## src/rtl/uart_frame_rx_pkg.sv

```systemverilog
package uart_frame_rx_pkg;
  typedef enum logic [1:0] {
    RX_IDLE,
    RX_START,
    RX_DATA,
    RX_STOP
  } rx_state_e;

  typedef enum logic {
    FRM_HUNT,
    FRM_LOCKED
  } frm_state_e;

  typedef struct packed {
    logic [7:0] data;
    logic       ferr;
  } rx_char_t;
endpackage

```

## src/rtl/uart_frame_rx_sync.sv

```systemverilog
module uart_frame_rx_sync #(
  parameter int STAGES = 2
) (
  input  logic clk_i,
  input  logic rst_ni,
  input  logic d_i,
  output logic q_o
);
  logic [STAGES-1:0] sr_q;

  always_ff @(posedge clk_i or negedge rst_ni) begin
    if (!rst_ni) sr_q <= '1;
    else         sr_q <= {sr_q[STAGES-2:0], d_i};
  end

  assign q_o = sr_q[STAGES-1];
endmodule

```

## src/rtl/uart_frame_rx_sampler.sv

```systemverilog
module uart_frame_rx_sampler
  import uart_frame_rx_pkg::*;
#(
  parameter int OVERSAMPLE = 16,
  parameter int TICK_DIV   = 1
) (
  input  logic     clk_i,
  input  logic     rst_ni,
  input  logic     line_i,
  output logic     char_valid_o,
  output rx_char_t char_o
);
  localparam int HALF = OVERSAMPLE / 2;
  localparam int CW   = $clog2(OVERSAMPLE);
  localparam int TW   = (TICK_DIV > 1) ? $clog2(TICK_DIV) : 1;

  logic tick;

  generate
    if (TICK_DIV > 1) begin : g_div
      logic [TW-1:0] div_q;
      always_ff @(posedge clk_i or negedge rst_ni) begin
        if (!rst_ni)                        div_q <= '0;
        else if (div_q == TW'(TICK_DIV-1))  div_q <= '0;
        else                                div_q <= div_q + 1'b1;
      end
      assign tick = (div_q == TW'(TICK_DIV-1));
    end else begin : g_nodiv
      assign tick = 1'b1;
    end
  endgenerate

  rx_state_e  state_q;
  logic [CW-1:0] cnt_q;
  logic [2:0] bit_q;
  logic [7:0] shreg_q;
  logic       prev_q;

  always_ff @(posedge clk_i or negedge rst_ni) begin
    if (!rst_ni) begin
      state_q      <= RX_IDLE;
      cnt_q        <= '0;
      bit_q        <= '0;
      shreg_q      <= '0;
      prev_q       <= 1'b1;
      char_valid_o <= 1'b0;
      char_o       <= '0;
    end else begin
      char_valid_o <= 1'b0;
      if (tick) begin
        prev_q <= line_i;
        unique case (state_q)
          RX_IDLE: begin
            // falling edge only: a line held low after a bad stop is not a start
            if (prev_q && !line_i) begin
              state_q <= RX_START;
              cnt_q   <= '0;
            end
          end
          RX_START: begin
            if (cnt_q == CW'(HALF-1)) begin
              cnt_q <= '0;
              bit_q <= '0;
              state_q <= line_i ? RX_IDLE : RX_DATA;
            end else begin
              cnt_q <= cnt_q + 1'b1;
            end
          end
          RX_DATA: begin
            if (cnt_q == CW'(OVERSAMPLE-1)) begin
              cnt_q   <= '0;
              shreg_q <= {line_i, shreg_q[7:1]};
              if (bit_q == 3'd7) state_q <= RX_STOP;
              else               bit_q   <= bit_q + 3'd1;
            end else begin
              cnt_q <= cnt_q + 1'b1;
            end
          end
          RX_STOP: begin
            if (cnt_q == CW'(OVERSAMPLE-1)) begin
              cnt_q        <= '0;
              char_valid_o <= 1'b1;
              char_o.data  <= shreg_q;
              char_o.ferr  <= ~line_i;
              state_q      <= RX_IDLE;
            end else begin
              cnt_q <= cnt_q + 1'b1;
            end
          end
          default: state_q <= RX_IDLE;
        endcase
      end
    end
  end

  p_one_shot_r2: assert property (@(posedge clk_i) disable iff (!rst_ni)
    char_valid_o |=> !char_valid_o);

  p_emit_idle_r4: assert property (@(posedge clk_i) disable iff (!rst_ni)
    char_valid_o |-> (state_q == RX_IDLE));
endmodule

```

## src/rtl/uart_frame_rx_framer.sv

```systemverilog
module uart_frame_rx_framer
  import uart_frame_rx_pkg::*;
(
  input  logic       clk_i,
  input  logic       rst_ni,
  input  logic       idle_i,
  input  logic [7:0] sof_byte_i,
  input  logic       char_valid_i,
  input  rx_char_t   char_i,
  output logic [7:0] m_data_o,
  output logic       m_first_o,
  output logic       m_valid_o,
  input  logic       m_ready_i,
  output logic       frame_err_o
);
  frm_state_e state_q;
  logic slot_free;

  assign slot_free = !m_valid_o || m_ready_i;

  always_ff @(posedge clk_i or negedge rst_ni) begin
    if (!rst_ni) begin
      state_q     <= FRM_HUNT;
      m_data_o    <= '0;
      m_first_o   <= 1'b0;
      m_valid_o   <= 1'b0;
      frame_err_o <= 1'b0;
    end else begin
      frame_err_o <= 1'b0;
      if (m_valid_o && m_ready_i) m_valid_o <= 1'b0;
      if (idle_i) begin
        state_q <= FRM_HUNT;
      end else if (char_valid_i) begin
        if (state_q == FRM_HUNT) begin
          if (!char_i.ferr && char_i.data == sof_byte_i) begin
            state_q <= FRM_LOCKED;
            if (slot_free) begin
              m_valid_o <= 1'b1;
              m_data_o  <= char_i.data;
              m_first_o <= 1'b1;
            end
          end
        end else if (char_i.ferr) begin
          frame_err_o <= 1'b1;
          state_q     <= FRM_HUNT;
        end else if (slot_free) begin
          m_valid_o <= 1'b1;
          m_data_o  <= char_i.data;
          m_first_o <= 1'b0;
        end
      end
    end
  end

  p_hold_r10: assert property (@(posedge clk_i) disable iff (!rst_ni)
    (m_valid_o && !m_ready_i) |=> (m_valid_o && $stable(m_data_o) && $stable(m_first_o)));

  p_first_is_sof_r7: assert property (@(posedge clk_i) disable iff (!rst_ni)
    (m_valid_o && m_first_o) |-> (m_data_o == sof_byte_i));

  p_idle_hunt_r9: assert property (@(posedge clk_i) disable iff (!rst_ni)
    idle_i |=> (state_q == FRM_HUNT && !frame_err_o));

  p_err_pulse_r8: assert property (@(posedge clk_i) disable iff (!rst_ni)
    frame_err_o |-> (state_q == FRM_HUNT) ##1 !frame_err_o);

  p_hunt_quiet_r6: assert property (@(posedge clk_i) disable iff (!rst_ni)
    (state_q == FRM_HUNT && char_valid_i && char_i.ferr) |=> !frame_err_o);
endmodule

```

## src/rtl/uart_frame_rx.sv

```systemverilog
module uart_frame_rx
  import uart_frame_rx_pkg::*;
#(
  parameter int OVERSAMPLE  = 16,
  parameter int TICK_DIV    = 1,
  parameter int SYNC_STAGES = 2
) (
  input  logic       clk_i,
  input  logic       rst_ni,
  input  logic       rxd_i,
  input  logic [7:0] sof_byte_i,
  input  logic       idle_i,
  output logic [7:0] m_data_o,
  output logic       m_first_o,
  output logic       m_valid_o,
  input  logic       m_ready_i,
  output logic       frame_err_o
);
  logic     line_s;
  logic     char_valid;
  rx_char_t char_d;

  uart_frame_rx_sync #(.STAGES(SYNC_STAGES)) u_sync (
    .clk_i  (clk_i),
    .rst_ni (rst_ni),
    .d_i    (rxd_i),
    .q_o    (line_s)
  );

  uart_frame_rx_sampler #(
    .OVERSAMPLE (OVERSAMPLE),
    .TICK_DIV   (TICK_DIV)
  ) u_sampler (
    .clk_i        (clk_i),
    .rst_ni       (rst_ni),
    .line_i       (line_s),
    .char_valid_o (char_valid),
    .char_o       (char_d)
  );

  uart_frame_rx_framer u_framer (
    .clk_i        (clk_i),
    .rst_ni       (rst_ni),
    .idle_i       (idle_i),
    .sof_byte_i   (sof_byte_i),
    .char_valid_i (char_valid),
    .char_i       (char_d),
    .m_data_o     (m_data_o),
    .m_first_o    (m_first_o),
    .m_valid_o    (m_valid_o),
    .m_ready_i    (m_ready_i),
    .frame_err_o  (frame_err_o)
  );

  p_reset_quiet_r1: assert property (@(posedge clk_i) disable iff (!rst_ni)
    $rose(rst_ni) |-> (!m_valid_o && !frame_err_o));
endmodule

```

## config.mk

```make
export PLATFORM = sky130hd
export DESIGN_NAME = uart_frame_rx
export DESIGN_NICKNAME = d
export VERILOG_FILES = /design/src/rtl/uart_frame_rx_pkg.sv /design/src/rtl/uart_frame_rx_sync.sv /design/src/rtl/uart_frame_rx_sampler.sv /design/src/rtl/uart_frame_rx_framer.sv /design/src/rtl/uart_frame_rx.sv
export SDC_FILE = /design/constraint.sdc
export NUM_CORES = 1
export LEC_CHECK = 0
export ABC_AREA = 1
export BUFFER_PORTS_ARGS = -buffer_cell sky130_fd_sc_hd__buf_4
export CAP_MARGIN = 10
export CORE_MARGIN = 8
export CORE_UTILIZATION = 40
export CTS_BUF_LIST = sky130_fd_sc_hd__clkbuf_2 sky130_fd_sc_hd__clkbuf_4 sky130_fd_sc_hd__clkbuf_8
export CTS_CLUSTER_DIAMETER = 150
export DETAILED_ROUTE_END_ITERATION = 10
export PLACE_DENSITY = 0.68
export SYNTH_ARGS = -nofsm -noshare
export SYNTH_HDL_FRONTEND = slang
export SYNTH_HIERARCHICAL = 1
export SYNTH_SLANG_ARGS = --single-unit
```

## constraint.sdc

```tcl
create_clock -name clk_i -period 1.4 [get_ports clk_i]
set_input_delay 0.07 -clock clk_i [delete_from_list [all_inputs] [get_ports clk_i]]
set_output_delay 0.07 -clock clk_i [all_outputs]
set_load 0.01 [all_outputs]
```

==> results.cfg <==
[global_route]
antenna_found_initial = 0
grt_pass1_vias = 1485
use_met1 = 0.119
overflow = 0
grt_max_degree = 43
top_usage_layer = met2
track_usage = 0.106
grt_pass1_wl_um = 6400
grtUsageMet2 = 0.181
use_met3 = 0.0350

[placed_design]
place_congestion = 0.849
placed_cell_area_mm2 = 0.00227
dpl.hpwl_um = 2610
numPortBuffers = 23
dp.cells = 310
pre_cts_ws_ps = 0.439

[setup_path]
worst-path-buf-inv = 0
start_kind = register
critical_path_class = register to register
crit_arrival_ps = 1540
cp_slowest_cell = dfrtp_1
cp_top_family = simple AND/OR/NAND/NOR gates
critPathCaptureType = register
cp_max_fo = 4
cp.required_ps = 1590
crit_chain = ha_2 -> ha_2 -> nand3b_1 -> nand2_2 -> nand2_4 -> nand2_2 -> o21ai_2
cp_slowest_stage_delay_ps = 400

[cts]
clkTransAtPathRegs_ps = 70
cts_buffers = 5
cts_buffer_depth = 2
clock_latency_ps = 290
cts_tree = built
cts_root_buf = clkbuf_8
clock_sinks = 42
htree_levels = 2

[finish]
n_antenna_cell = 0
layout_common_cells = nand2_1, dfrtp_1, buf_4
seq_area_mm2 = 0.00106
fin_area_mm2 = 0.00252
multi_input_area_um2 = 856
fillers = 420
stdcell_count = 326
final_net_count = 274
final_common_cell = nand2_1
area_delta_synth_final_pct = 26.1
drive_gt1_frac = 0.324

[floorplanning]
die_h_um = 86.7
placement_rows = 25
die_x_um = 86.7
dieArea_mm2 = 0.00752
initial_core_util = 0.418
ios = 24
coreArea_mm2 = 0.00479

[logic_synthesis]
synthesis.nets = 234
netlist_area_mm2 = 0.00200
syn_inst = 218
syn_avg_cell_area_um2 = 9.18
yosysWarnings = 6
ys_ff_latch = 42
ys_types = 32
ys_seq_area_frac = 0.527

[drt]
routedWlPerCell_um = 11.5
firstDrtPassIters = 4
via_per_inst = 4.49
drc = 0
drtAntennaViolNets = 0
drt_iter0_markers = 63
wl_um = 3760
num_vias = 1464

[power_and_ir_drop]
switching_share = 0.338
comb_power_share = 0.297
ir_drop_uv = 710
p_leak_nw = 1.28
intPower_mw = 2.44
p_clk_frac = 0.261
power_density_mw_per_mm2 = 1460
switching_power_mw = 1.25
pwr-share-seq = 0.441

[run]
maxCapViolCount = 0

[sta]
worst_slew_pin_slew_ps = 516
period_share = 0.969
fin_ws_ps = 43.5
tns_ps = 0
rsz0062_at_grt = yes
clock_skew_ps = 8.53
drv_slew = 0
finalSetupViolCount = 0
hold_slack_ps = 66.6
maxSlewHeadroom = 0.656
hold_violations = 0
fin_crit_ps = 1360
fmax_ghz = 0.737

[min_path]
hold_path.class = input pin to register

[status]
status = complete, no violations
-- metrics by stage --
stage	utilization	power [mW]
after detailed placement	0.474	2.57
after floorplan	-	2.32
final	0.527	3.69
after CTS	0.503	3.55
after global placement	0.474	2.54
after global routing	0.527	3.95
-- worst reg2reg max path, cell delays in order, from the launching register on --
cell	delay, ps
dfrtp_1	400
ha_2	180
ha_2	150
nand3b_1	210
nand2_2	130
nand2_4	70
nand2_2	70
o21ai_2	40
-- flip-flops by register name, summed over array words and instances (netlist names), 2 cells and up, named ones only --
signal / count
u_sampler/cnt_q: 4
u_sampler/bit_q: 3
u_sampler/char_o: 9
u_sync/sr_q: 2
u_sampler/shreg_q: 8
u_framer/m_data_o: 8
-- worst paths after layout --
kind / from / to / slack [ps] / cells after the start
max reg2reg: u_sampler/bit_q[1]$_DFFE_PN0P_ / u_sampler/bit_q[0]$_DFFE_PN0P_ / 40 / 7
max: u_sampler/bit_q[1]$_DFFE_PN0P_ / u_sampler/bit_q[0]$_DFFE_PN0P_ / 40 / 7
min: idle_i / u_framer/frame_err_o$_DFF_PN0_ / 70 / 3
min reg2reg: u_sync/sr_q[0]$_DFF_PN1_ / u_sync/sr_q[1]$_DFF_PN1_ / 360 / 0
max in group asynchronous: rst_ni / u_sampler/state_q[0]$_DFFE_PN0P_ / 730 / 2
min in group asynchronous: rst_ni / u_sampler/bit_q[0]$_DFFE_PN0P_ / 290 / 2
-- cell families after synthesis --
group                      Yosys count  share of synthesized area
AOI/OAI and AO/OA                   23                     0.0694
and+or+nand+nor                    110                      0.267
buffers and inverters               32                     0.0801
muxes                                2                     0.0113
adders and majority gates            3                     0.0188
DFF                                 42                      0.527
xor gates and xnor gates             6                     0.0263
-- area by class of cell --
cell class	instances	share of cell area
Clock buffer	7	0.0332
Clock inverter	1	0.0119
Inverter	26	0.0397
Multi-Input combinational cell	145	0.339
Sequential cell	42	0.418
Tap cell	67	0.0332
Timing Repair Buffer	38	0.124
-- power by group through the flow --
stage / registers, mW / logic [mW] / clock network (mW)
final: 1.63 / 1.10 / 0.963
after global routing: 1.65 / 1.26 / 1.03
after CTS: 1.61 / 0.947 / 0.994
after detailed placement: 1.63 / 0.937 / 0
after global placement: 1.63 / 0.907 / 0
after floorplan: 1.57 / 0.755 / 0
-- synthesized netlist by cell type --
| library cell | count | area, µm² |
|---|---|---|
| buf_6 | 2 | 22.5 |
| nand4_1 | 9 | 56.3 |
| xor2_1 | 1 | 8.76 |
| nand2_2 | 3 | 18.8 |
| o22ai_1 | 1 | 6.26 |
| nor2_1 | 15 | 56.3 |
| o21ai_0 | 10 | 50.1 |
| nor3b_4 | 1 | 18.8 |
| nand3b_1 | 1 | 7.51 |
| nor2_4 | 2 | 22.5 |
| nand2_4 | 1 | 11.3 |
| nor2_2 | 1 | 6.26 |
| nand3_2 | 1 | 10.0 |
| nand2_1 | 66 | 248 |
| inv_2 | 2 | 7.51 |
| a21oi_2 | 2 | 17.5 |
| xnor2_1 | 5 | 43.8 |
| nand3_1 | 7 | 35.0 |
| mux2_2 | 2 | 22.5 |
| dfstp_2 | 3 | 78.8 |
| buf_12 | 1 | 20.0 |
| inv_1 | 23 | 86.3 |
| dfrtp_1 | 39 | 976 |
| or2_2 | 1 | 6.26 |
| nand3_4 | 1 | 17.5 |
| nor2_8 | 1 | 20.0 |
| inv_4 | 1 | 6.26 |
| a21oi_1 | 6 | 30.0 |
| o21ai_2 | 4 | 35.0 |
| buf_2 | 2 | 10.0 |
| buf_4 | 1 | 7.51 |
| ha_1 | 3 | 37.5 |
-- routing by layer --
layer,share of wire,vias to the layer above
li1,-,769
met4,0.016,0
met2,0.50,20
met3,0.040,6
met5,0,-
met1,0.45,669
-- timing repair --
| item | CTS | global route |
|---|---|---|
| gates cloned | 0 | 2 |
| pin swaps | 0 | 7 |
| hold buffers | 2 | 0 |
| gates resized for setup | 1 | 19 |
| endpoints found under the setup margin | 3 | 24 |
| buffers inserted | 0 | 4 |
| endpoints found under the hold margin | 40 | 0 |
Note: power is estimated with default switching activity, not from simulation.
